File: src/rtl/bc_tx_pkg.sv
// Shared types for the broadcast strobe transmitter.
package bc_tx_pkg;
    // Phases of one broadcast, in the order they occur.
    typedef enum logic [2:0] {
        ST_IDLE   = 3'd0,
        ST_SETUP  = 3'd1,
        ST_STROBE = 3'd2,
        ST_HOLD   = 3'd3,
        ST_GAP    = 3'd4
    } bc_state_e;
endpackage

File: src/rtl/bc_width_check.sv
// Range guard for the programmed strobe width.
// Purely combinational. It assumes W_MIN <= W_MAX and that both fit in CNT_W bits.
module bc_width_check #(
    parameter int CNT_W = 8,
    parameter int W_MIN = 19,
    parameter int W_MAX = 26
) (
    input  logic [CNT_W-1:0] width,
    output logic             width_ok
);
    localparam logic [CNT_W-1:0] LO = CNT_W'(W_MIN);
    localparam logic [CNT_W-1:0] HI = CNT_W'(W_MAX);

    // Flag a width that lies inside the legal window.
    always_comb begin
        width_ok = (width >= LO) && (width <= HI);
    end
endmodule

File: src/rtl/bc_phase_timer.sv
// Down counter shared by all timed phases.
// A load sets the count to (length - 1). `expired` goes high when the count
// reaches zero, which marks the last cycle of the current phase.
// It assumes each phase length is at least 1.
module bc_phase_timer #(
    parameter int CNT_W = 8
) (
    input  logic             clk,
    input  logic             rst_n,
    input  logic             load,
    input  logic [CNT_W-1:0] load_val,
    output logic             expired
);
    logic [CNT_W-1:0] count_q;

    // Load a new phase length, or count down toward zero.
    always_ff @(posedge clk) begin
        if (!rst_n) begin
            count_q <= '0;
        end else if (load) begin
            count_q <= load_val;
        end else if (count_q != '0) begin
            count_q <= count_q - CNT_W'(1);
        end
    end

    // Report the final cycle of the phase.
    always_comb begin
        expired = (count_q == '0);
    end
endmodule

File: src/rtl/bc_tx_sequencer.sv
// Phase sequencer. It walks idle -> setup -> strobe -> hold -> gap -> idle.
// It captures the word and the strobe width at acceptance and drives the
// registered bus outputs. The strobe flop is loaded from the next state so
// that the strobe edges line up with the phase changes.
// It assumes SETUP_CYC, HOLD_CYC and GAP_CYC are at least 1.
module bc_tx_sequencer
    import bc_tx_pkg::*;
#(
    parameter int DATA_W    = 16,
    parameter int CNT_W     = 8,
    parameter int SETUP_CYC = 2,
    parameter int HOLD_CYC  = 2,
    parameter int GAP_CYC   = 2
) (
    input  logic              clk,
    input  logic              rst_n,
    input  logic              in_valid,
    input  logic [DATA_W-1:0] in_data,
    input  logic [CNT_W-1:0]  cfg_width,
    input  logic              width_ok,
    input  logic              timer_expired,
    output logic              timer_load,
    output logic [CNT_W-1:0]  timer_val,
    output logic              in_ready,
    output logic [DATA_W-1:0] bus_data,
    output logic              bus_dv_n
);
    localparam logic [CNT_W-1:0] SETUP_LD = CNT_W'(SETUP_CYC - 1);
    localparam logic [CNT_W-1:0] HOLD_LD  = CNT_W'(HOLD_CYC - 1);
    localparam logic [CNT_W-1:0] GAP_LD   = CNT_W'(GAP_CYC - 1);

    bc_state_e        state_q, state_d;
    logic [CNT_W-1:0] width_q;
    logic             accept;

    // Handshake: ready only while idle with a legal width.
    always_comb begin
        in_ready = (state_q == ST_IDLE) && width_ok;
        accept   = in_valid && in_ready;
    end

    // Next-phase choice and timer reload at each phase boundary.
    always_comb begin
        state_d    = state_q;
        timer_load = 1'b0;
        timer_val  = '0;
        unique case (state_q)
            ST_IDLE: if (accept) begin
                state_d    = ST_SETUP;
                timer_load = 1'b1;
                timer_val  = SETUP_LD;
            end
            ST_SETUP: if (timer_expired) begin
                state_d    = ST_STROBE;
                timer_load = 1'b1;
                timer_val  = width_q - CNT_W'(1);
            end
            ST_STROBE: if (timer_expired) begin
                state_d    = ST_HOLD;
                timer_load = 1'b1;
                timer_val  = HOLD_LD;
            end
            ST_HOLD: if (timer_expired) begin
                state_d    = ST_GAP;
                timer_load = 1'b1;
                timer_val  = GAP_LD;
            end
            ST_GAP: if (timer_expired) begin
                state_d = ST_IDLE;
            end
            default: state_d = ST_IDLE;
        endcase
    end

    // Phase register and registered strobe.
    always_ff @(posedge clk) begin
        if (!rst_n) begin
            state_q  <= ST_IDLE;
            bus_dv_n <= 1'b1;
        end else begin
            state_q  <= state_d;
            bus_dv_n <= (state_d != ST_STROBE);
        end
    end

    // Capture the word and its width at acceptance only.
    always_ff @(posedge clk) begin
        if (!rst_n) begin
            bus_data <= '0;
            width_q  <= '0;
        end else if (accept) begin
            bus_data <= in_data;
            width_q  <= cfg_width;
        end
    end
endmodule

File: src/rtl/bc_strobe_tx.sv
// Broadcast strobe transmitter top level.
// One sender drives a shared data bus, and an active-low data-valid strobe
// marks each word. No acknowledge exists, so setup, strobe width, hold and
// an idle gap are all enforced here. It assumes that the receivers capture
// the bus while the strobe is low.
module bc_strobe_tx #(
    parameter int DATA_W    = 16,
    parameter int CNT_W     = 8,
    parameter int SETUP_CYC = 2,
    parameter int HOLD_CYC  = 2,
    parameter int GAP_CYC   = 2,
    parameter int W_MIN     = 19,
    parameter int W_MAX     = 26
) (
    input  logic              clk,
    input  logic              rst_n,
    input  logic              in_valid,
    input  logic [DATA_W-1:0] in_data,
    output logic              in_ready,
    input  logic [CNT_W-1:0]  cfg_width,
    output logic [DATA_W-1:0] bus_data,
    output logic              bus_dv_n
);
    logic             width_ok;
    logic             timer_load;
    logic [CNT_W-1:0] timer_val;
    logic             timer_expired;

    bc_width_check #(.CNT_W(CNT_W), .W_MIN(W_MIN), .W_MAX(W_MAX)) u_wchk (
        .width    (cfg_width),
        .width_ok (width_ok)
    );

    bc_phase_timer #(.CNT_W(CNT_W)) u_timer (
        .clk      (clk),
        .rst_n    (rst_n),
        .load     (timer_load),
        .load_val (timer_val),
        .expired  (timer_expired)
    );

    bc_tx_sequencer #(
        .DATA_W(DATA_W), .CNT_W(CNT_W), .SETUP_CYC(SETUP_CYC),
        .HOLD_CYC(HOLD_CYC), .GAP_CYC(GAP_CYC)
    ) u_seq (
        .clk           (clk),
        .rst_n         (rst_n),
        .in_valid      (in_valid),
        .in_data       (in_data),
        .cfg_width     (cfg_width),
        .width_ok      (width_ok),
        .timer_expired (timer_expired),
        .timer_load    (timer_load),
        .timer_val     (timer_val),
        .in_ready      (in_ready),
        .bus_data      (bus_data),
        .bus_dv_n      (bus_dv_n)
    );
endmodule

File: config.mk
export PLATFORM = sky130hd
export DESIGN_NAME = bc_strobe_tx
export DESIGN_NICKNAME = d
export VERILOG_FILES = /design/src/rtl/bc_tx_pkg.sv /design/src/rtl/bc_width_check.sv /design/src/rtl/bc_phase_timer.sv /design/src/rtl/bc_tx_sequencer.sv /design/src/rtl/bc_strobe_tx.sv
export SDC_FILE = /design/constraint.sdc
export NUM_CORES = 1
export LEC_CHECK = 0
export CAP_MARGIN = 20
export CORE_MARGIN = 4
export CORE_UTILIZATION = 60
export CTS_CLUSTER_SIZE = 8
export DETAILED_ROUTE_END_ITERATION = 16
export DONT_BUFFER_PORTS = 1
export PLACE_DENSITY = 0.85
export SLEW_MARGIN = 20
export SYNTH_ARGS = -nofsm -noshare
export SYNTH_HDL_FRONTEND = slang
export SYNTH_HIERARCHICAL = 1
export SYNTH_SLANG_ARGS = --single-unit
File: constraint.sdc
create_clock -name clk -period 2.9 [get_ports clk]
set_input_delay 0.58 -clock clk [delete_from_list [all_inputs] [get_ports clk]]
set_output_delay 0.58 -clock clk [all_outputs]
set_load 0.01 [all_outputs]
; Word level (Yosys, flattened, before mapping)
; Cells that the tools add are included.
[word_totals]
reg_bits = 36
elab_cells = 38
[op_classes]
n_addsub = 2
magnitude_cmp = 2
eq_ne = 5
n_mux = 15
n_reduce_logical = 9
[op_table]
columns = op, n
row1 = 2-to-1 mux 8 bit, 3
row2 = one-hot mux 8 bit (3 select lines), 1
row3 = subtractor 8 x 1 -> 8 bit (second input constant), 2
row4 = 2-to-1 mux 3 bit, 5
row5 = one-hot mux 3 bit (5 select lines), 1
row6 = >= comparator 8 x 5 -> 1 bit (second input constant), 1
row7 = less-or-equal comparator 8 x 5 -> 1 bit (second input constant), 1
row8 = logical NOT 8 bit, 1
row9 = nonzero test 8 bit, 1
row10 = equality test 3 x 2 -> 1 bit (second input constant), 2
row11 = 2-to-1 mux 1 bit, 4
row12 = equality test 3 x 1 -> 1 bit (second input constant), 1
row13 = equality test 3 bit (second input constant), 1
row14 = logical AND 1 bit, 3
row15 = logical NOT 3 bit, 1
row16 = inequality test 3 x 2 -> 1 bit (second input constant), 1
row17 = OR reduction 3 bit, 1
row18 = one-hot mux 1 bit (2 select lines), 1
row19 = nonzero test 2 bit, 1
row20 = OR reduction 2 bit, 1

; Logic depth before layout (Yosys ltp)
; Gate-level depths: netlist (run 1).
[logic_depth]
word_depth = 7
mapped_depth = 9
ltp_nobuf = 9

; By module
; The synthesis (run 1) kept the hierarchy.
[by_module_without_submodules]
columns = mod, instances, cells_each, area_each_um2
row1 = bc_tx_sequencer, 1, 158, 1346.3
row2 = bc_phase_timer, 1, 51, 457.9
row3 = bc_width_check, 1, 4, 36.3

; Least setup slack after synthesis (run 1)
; No wires, ideal clock.
[synth_timing]
path_kind = input-to-reg
start = input cfg_width[7]
end = register u_timer.count_q[1]
setup_ps = 135
arrival_ps = 2184
required_time_ps = 2765
slack_ps = 581
stages = 8
path_cell_list = nand2b_1 nor4_2 nor4b_2 nand2_1 o21ai_0 inv_1 o21ai_0 a311oi_2
[synth_between]
elab_chain_cells = 7
elab_cells_between_ends = 9
cone_classes = order compare: 2 / mux: 3 / reduce/logical: 4
[synth_rtl]
columns = element, line
row1 = from (decl), bc_strobe_tx.sv:20  ; input logic [CNT_W-1:0] cfg_width,
row2 = >= comparator 8 x 5 -> 1 bit or less-or-equal comparator 8 x 5 -> 1 bit (tied branches), bc_width_check.sv:16  ; width_ok = (width >= LO) && (width <= HI);
row3 = logical AND 1 bit *, bc_width_check.sv:16
row4 = net width_ok, bc_strobe_tx.sv:24  ; logic width_ok;
row5 = logical AND 1 bit *, bc_tx_sequencer.sv:38  ; in_ready = (state_q == ST_IDLE) && width_ok;
row6 = net in_ready, bc_strobe_tx.sv:19  ; output logic in_ready,
row7 = logical AND 1 bit *, bc_tx_sequencer.sv:39  ; accept = in_valid && in_ready;
row8 = 2-to-1 mux 1 bit *, bc_tx_sequencer.sv:48  ; ST_IDLE: if (accept) begin
row9 = one-hot mux 1 bit (2 select lines) *, bc_tx_sequencer.sv:47  ; unique case (state_q)
row10 = net timer_load, bc_strobe_tx.sv:25  ; logic timer_load;
row11 = 2-to-1 mux 8 bit or nonzero test 2 bit (tied branches), -
row12 = to (signal assigned), bc_phase_timer.sv:21  ; count_q <= load_val;
row13 = to (signal assigned), bc_phase_timer.sv:23  ; count_q <= count_q - CNT_W'(1);
row14 = to (decl), bc_phase_timer.sv:14  ; logic [CNT_W-1:0] count_q;
; Mark *: on every way through the listed nets, which the timed path passes. The rest lies on a longest branch.
; A chain may end at the register's enable or synchronous reset.

; Worst setup path after layout (run 1)
[layout_timing]
start = register u_timer.count_q[3]
end = register u_timer.count_q[6]
[layout_between]
elab_chain_cells = 4
elab_cells_between_ends = 10
cone_classes = add/sub: 1 / mux: 6 / reduce/logical: 3
[layout_rtl]
columns = element, line
row1 = logical NOT 8 bit, bc_phase_timer.sv:29  ; expired = (count_q == '0);
row2 = net timer_expired, bc_strobe_tx.sv:27  ; logic timer_expired;
row3 = 2-to-1 mux 8 bit, bc_tx_sequencer.sv:53  ; ST_SETUP: if (timer_expired) begin
row4 = one-hot mux 8 bit (3 select lines), bc_tx_sequencer.sv:47
row5 = net timer_val[6], bc_strobe_tx.sv:26  ; logic [CNT_W-1:0] timer_val;
row6 = 2-to-1 mux 8 bit, bc_phase_timer.sv:20  ; end else if (load) begin
; The timed path passes the listed nets, and every way through them passes these cells. The select of a mux whose other input is x is not followed.

==> results of run 1 <==
-- through the flow --
step / cells / power, mW / hold slack, ps / area [um^2]
final: 243 / 1.26 / 376 / 1890
after global placement: 235 / 0.961 / 459 / 1830
after global routing: 243 / 1.34 / 350 / 1890
after detailed placement: 235 / 0.986 / 471 / 1830
after CTS: 243 / 1.26 / 363 / 1890
after floorplan: 213 / 0.935 / 443 / 1840
-- routing by layer --
metal / vias to the layer above / routed length (um)
li1: 723 / -
met4: 0 / 41
met2: 40 / 1750
met3: 7 / 246
met1: 648 / 1500
met5: - / 0
-- synth_stat cells --
| master | instances | area (um^2) |
|---|---|---|
| or3_1 | 1 | 6.26 |
| clkbuf_1 | 8 | 30.0 |
| a311oi_2 | 1 | 15.0 |
| nor4b_2 | 1 | 15.0 |
| or4_4 | 2 | 22.5 |
| xor2_1 | 3 | 26.3 |
| buf_4 | 2 | 15.0 |
| a31oi_1 | 1 | 6.26 |
| and4bb_1 | 1 | 12.5 |
| a21oi_2 | 1 | 8.76 |
| nand4b_1 | 2 | 17.5 |
| dfxtp_1 | 36 | 721 |
| nor3_1 | 2 | 10.0 |
| o31ai_1 | 5 | 37.5 |
| nor4_4 | 1 | 21.3 |
| nor4_1 | 1 | 6.26 |
| nor3b_1 | 3 | 22.5 |
| nand3_1 | 6 | 30.0 |
| o21ai_1 | 1 | 5.00 |
| o21bai_1 | 2 | 15.0 |
| mux2i_1 | 26 | 260 |
| nand2_1 | 57 | 214 |
| o21ai_0 | 5 | 25.0 |
| xnor2_1 | 5 | 43.8 |
| inv_1 | 6 | 22.5 |
| or4_1 | 1 | 7.51 |
| nand3b_1 | 1 | 7.51 |
| nor4bb_1 | 1 | 10.0 |
| buf_6 | 2 | 22.5 |
| nor4_2 | 1 | 12.5 |
| nand2b_1 | 5 | 31.3 |
| a21boi_1 | 1 | 7.51 |
| nor2_1 | 9 | 33.8 |
| nor3b_2 | 1 | 12.5 |
| nand4_1 | 1 | 6.26 |
| a21oi_1 | 6 | 30.0 |
| nand4bb_1 | 1 | 11.3 |
| and2_1 | 1 | 6.26 |
| o211ai_1 | 1 | 7.51 |
| ha_1 | 2 | 25.0 |
-- registers in the layout (all words and copies together) (netlist names) --
register	flops
u_timer/count_q	8
u_seq/bus_dv_n	1
u_seq/width_q	8
u_seq/state_q	3
u_seq/bus_data	16
-- logic make-up (layout without fill, tap and decap cells) --
family / Yosys count / in the layout / synth area share [%]
xor+xnor: 8 / 8 / 3.81
mux: 26 / 26 / 14.1
flops: 36 / 36 / 39.2
buf+inv: 18 / 17 / 4.89
fa+ha+maj: 2 / 2 / 1.36
compound gates: 24 / 24 / 8.57
simple gates: 99 / 99 / 28.1
-- layout make-up --
class / instances / area share, %
multi-input cells: 159 / 54.4
repair buffers: 3 / 1.19
clock buffers: 8 / 3.11
well taps: 31 / 2.05
inverters: 6 / 1.19
flip-flops and latches: 36 / 38.1
-- worst paths after layout --
path         depth (start not counted)               start                  to  slack [ps]
max reg2reg                          7  u_timer/count_q[3]  u_timer/count_q[6]         510
min reg2reg                          2    u_seq/width_q[7]    u_seq/width_q[7]         490
min                                  2          in_data[0]   u_seq/bus_data[0]         380
max                                  7  u_timer/count_q[3]  u_timer/count_q[6]         510
-- power by group through the flow --
| stage | sequential, mW | clock (mW) | combinational, mW |
|---|---|---|---|
| after floorplan | 0.601 | 0 | 0.335 |
| after global placement | 0.609 | 0 | 0.352 |
| after detailed placement | 0.615 | 0 | 0.371 |
| after CTS | 0.604 | 0.285 | 0.375 |
| after global routing | 0.611 | 0.317 | 0.414 |
| final | 0.606 | 0.276 | 0.377 |
==> impl_metrics.py, run 1 <==
metrics = {
    "status": {
        "status": "completed",
    },
    "place": {
        "io_buffers": 0,
        "post-dp-hpwl_um": 2550,
        "place_ws_ps": 509,
        "gp_congestion": 0.792,
    },
    "power": {
        "p_seq_share_pct": 48.1,
        "p_sw_mw": 0.414,
        "p_int_mw": 0.845,
        "swShare_pct": 32.9,
        "power.share.combinational_pct": 29.9,
        "p_per_area_nw_per_um2": 665,
        "pwr-share-clk_pct": 21.9,
        "cellLeakagePower_nw": 0.683,
        "ir_worst_vdd_v": 0.000400,
    },
    "cells_and_area": {
        "fin_util_pct": 66.4,
        "syn_to_final_growth_pct": 2.86,
        "nNetsFinal": 240,
        "layout_commonest_cell": "nand2_1",
        "ff_latch_area_um2": 721,
        "fillers": 241,
        "drive_above_1_share_pct": 8.02,
        "antenna_cells": 0,
        "multiInputGateArea_um2": 1030,
        "layout_common_cells": "nand2_1 (57), dfxtp_1 (36), mux2i_1 (26), nor2_1 (9)",
    },
    "sta": {
        "fmax_ghz": 0.419,
        "min_period_ps": 2390,
        "setup_ws_ps": 513,
        "rsz0062_at_grt": "false",
        "slew_violations": 0,
        "finalCritPeriodShare_pct": 82.3,
        "tns_ps": 0,
        "final_hold_viol_count": 0,
        "finalSetupViolCount": 0,
        "worst_slew_pin_slew_ps": 617,
        "skew_ps": 11.7,
        "slew_headroom_pct": 58.3,
    },
    "routing": {
        "first_iter_violations": 78,
        "wl_um": 3540,
        "vias_per_cell": 5.84,
        "ant_nets": 0,
        "drc": 0,
        "first_pass_iters": 4,
        "via_count": 1418,
        "routedWlPerCell_um": 14.6,
    },
    "synth": {
        "syn_avg_cell_area_um2": 8.64,
        "ys_seq_elements": 36,
        "yosysWarningCount": 6,
        "synthesis.nets": 242,
        "syn-instance-count": 213,
        "ys_seq_area_share_pct": 39.2,
        "synth_cell_types": 40,
        "syn-cell-area_um2": 1840,
    },
    "clock_tree": {
        "cts_resized": 0,
        "cts.sinks": 36,
        "numCtsBuffers": 5,
        "cts_hold_buffers": 0,
        "tritoncts": "done",
        "clock_latency_ps": 330,
        "post-cts-setup-buffers": 0,
        "clock-root-buffer": "clkbuf_4",
        "clockBufferDepth": 2,
        "htreeDepth": 2,
        "clk_pin_slew_ps": 110,
    },
    "critical_path": {
        "cp-end-kind": "flip-flop",
        "max_stage_delay_ps": 560,
        "critPathTopFamily": "simple AND/OR/NAND/NOR gates",
        "start_kind": "flip-flop",
        "crit_buf_inv": 0,
        "cp_data_arrival_time_ps": 2650,
        "crit_type": "reg2reg",
        "slowest_stage": "nor4bb_1",
        "path_max_fanout": 9,
        "critPathRequiredTime_ps": 3170,
        "path_cells": "nor4_4 -> and4bb_1 -> nor4bb_1 -> nand2_1 -> o21bai_1 -> o21ai_0 -> a31oi_1",
    },
    "grt": {
        "antenna_found_initial": 0,
        "grt-busiest-layer": "met2",
        "grt.total_usage_pct": 19.0,
        "grt_first_pass_wirelength_um": 6170,
        "grt_overflow_total": 0,
        "grt_max_degree": 62,
        "first_global_vias": 1465,
        "use_met1_pct": 20.2,
        "grt_use_met2_pct": 33.9,
        "grtUsageMet3_pct": 7.28,
    },
    "floorplanning": {
        "start_util_pct": 64.5,
        "fp.coreArea_um2": 2850,
        "num_rows": 19,
        "die_h_um": 63.4,
        "die_w_um": 63.4,
        "ios": 45,
        "dieArea_um2": 4020,
    },
    "min_path": {
        "hold_class": "in2reg",
    },
    "run": {
        "cap_violations": 0,
    },
}
No activity file was read; power rests on OpenSTA's default activity.
==> inputs of run 2 (changes only) <==
CORE_UTILIZATION = 56   (was 60)
PLACE_DENSITY = 0.83   (was 0.85)
clock period = 2.1 ns   (was 2.9 ns; I/O delays follow)
==> run 2 against run 1 <==
- sequential power rose by 37%
- utilization decreased by 3.3 points
- via count increased by 2.0%
- fmax is 23% higher
- flip-flop and latch count stayed put
- highest routed layer unchanged
==> impl_metrics.py, run 2 (synthesis results as in run 1) <==
metrics = {
    "cells_and_area": {
        "layout_commonest_cell": "nand2_1",
        "nNetsFinal": 243,
        "fillers": 280,
        "largest_reg_flops": 16,
        "final_cell_area_um2": 1960,
        "top_register": "u_seq/bus_data",
        "syn_to_final_growth_pct": 6.32,
        "top_regs": "u_seq/bus_data (16), u_seq/width_q (8), u_timer/count_q (8)",
        "fin_cells": 258,
        "drive_above_1_share_pct": 10.7,
        "layout_common_cells": "nand2_1 (57), dfxtp_1 (36), mux2i_1 (26), nor2_1 (9)",
        "antenna_cells": 0,
    },
    "routing": {
        "wl_um": 3610,
        "first_pass_iters": 4,
        "via_count": 1446,
        "first_iter_violations": 106,
        "ant_nets": 0,
        "vias_per_cell": 5.60,
        "routedWlPerCell_um": 14.0,
        "drc": 0,
    },
    "clock_tree": {
        "cts_hold_buffers": 0,
        "cts_resized": 0,
        "post-cts-setup-buffers": 0,
        "htreeDepth": 2,
        "cts.sinks": 36,
        "clockBufferDepth": 2,
        "clock-root-buffer": "clkbuf_4",
        "numCtsBuffers": 5,
        "clock_latency_ps": 330,
        "tritoncts": "done",
        "clk_pin_slew_ps": 110,
    },
    "sta": {
        "finalSetupViolCount": 0,
        "skew_ps": 7.78,
        "worst_slew_pin_slew_ps": 340,
        "min_period_ps": 1950,
        "finalCritPeriodShare_pct": 92.7,
        "final_hold_viol_count": 0,
        "slew_headroom_pct": 77.0,
        "slew_violations": 0,
        "tns_ps": 0,
        "fmax_ghz": 0.514,
    },
    "power": {
        "ir_worst_vdd_v": 0.000399,
        "power_mw": 1.77,
        "p_per_area_nw_per_um2": 906,
        "cellLeakagePower_nw": 0.706,
    },
    "critical_path": {
        "cp_data_arrival_time_ps": 2160,
        "rr_startpoint": "u_timer/count_q[3]",
        "critPathLaunch": "u_timer/count_q[3]",
        "slowest_stage": "dfxtp_1",
        "max_stage_delay_ps": 380,
        "path_max_fanout": 9,
        "start_kind": "flip-flop",
        "path_cells": "nor4_4 -> and4bb_1 -> nand2b_1 -> o21ai_1 -> inv_2 -> o21ai_0 -> a311oi_2",
        "critPathRequiredTime_ps": 2310,
        "r2r_slack_ps": 150,
        "crit_type": "reg2reg",
        "cp-end-kind": "flip-flop",
    },
    "place": {
        "dpl.cell_count": 251,
        "placed_area_um2": 1890,
        "io_buffers": 0,
        "gp_congestion": 0.802,
        "post-dp-hpwl_um": 2640,
    },
    "floorplanning": {
        "num_rows": 20,
        "ios": 45,
        "die_w_um": 65.3,
        "dieArea_um2": 4270,
        "die_h_um": 65.3,
        "fp.coreArea_um2": 3100,
        "start_util_pct": 59.3,
    },
    "run": {
        "cap_violations": 0,
    },
    "min_path": {
        "hold_class": "in2reg",
        "hold_start": "in_data[2]",
    },
    "grt": {
        "first_global_vias": 1370,
        "grt.total_usage_pct": 17.9,
        "antenna_found_initial": 0,
        "grt_overflow_total": 0,
        "grt_max_degree": 62,
        "grt_first_pass_wirelength_um": 5980,
    },
    "status": {
        "status": "completed",
    },
}
[run 2: changes by cell type in the layout (fill, tap and decap cells not counted), sizes merged]
cell / previous run / this run
buf: 3 / 6
clkbuf: 8 / 7
[run 2: layout make-up]
| class | count | area (um^2) | area share [%] |
|---|---|---|---|
| repair buffers | 6 | 57.6 | 2.94 |
| flip-flops and latches | 36 | 721 | 36.8 |
| multi-input cells | 159 | 1040 | 52.9 |
| clock buffers | 7 | 65.1 | 3.32 |
| inverters | 6 | 22.5 | 1.15 |
| well taps | 44 | 55.1 | 2.81 |
[run 2: critical path, delay by kind of cell, from the launching register on]
kind,cells,cell delay [ps]
flip-flops,1,380
buffers and inverters,1,130
AO/OA/AOI/OAI,3,570
AND/OR/NAND/NOR,3,760
[run 2: per-stage QoR]
stage / util, % / hold WS, ps / setup WS [ps]
2_1_floorplan: - / 443 / 6.78
3_3_place_gp: 60.8 / 462 / 81.4
3_5_place_dp: 60.8 / 467 / 25.4
4_1_cts: 62.9 / 207 / 98.2
5_1_grt: 63.1 / 205 / -12.1
6_report: 63.1 / 222 / 153
[run 2: layer usage]
layer | part of all wire, % | GRT usage (%)
met4 | 1.1 | 6.99
met2 | 50 | 30.7
met3 | 5.3 | 4.10
met5 | 0 | 0
met1 | 44 | 21.5
[run 2: path summary, 6_finish.rpt]
path                            cells after the start                 end
worst max register to register                      7  u_timer/count_q[1]
worst min-delay path                                2   u_seq/bus_data[2]
worst max-delay path                                7  u_timer/count_q[1]
worst min register to register                      2    u_seq/width_q[7]
[run 2: where the power goes]
| part | switching [mW] | leakage [nW] | total (mW) | internal (mW) |
|---|---|---|---|---|
| clock | 0.216 | 0.0374 | 0.406 | 0.190 |
| sequential | 0.0809 | 0.292 | 0.832 | 0.752 |
| combinational | 0.260 | 0.377 | 0.533 | 0.273 |
| total | 0.557 | 0.706 | 1.77 | 1.21 |
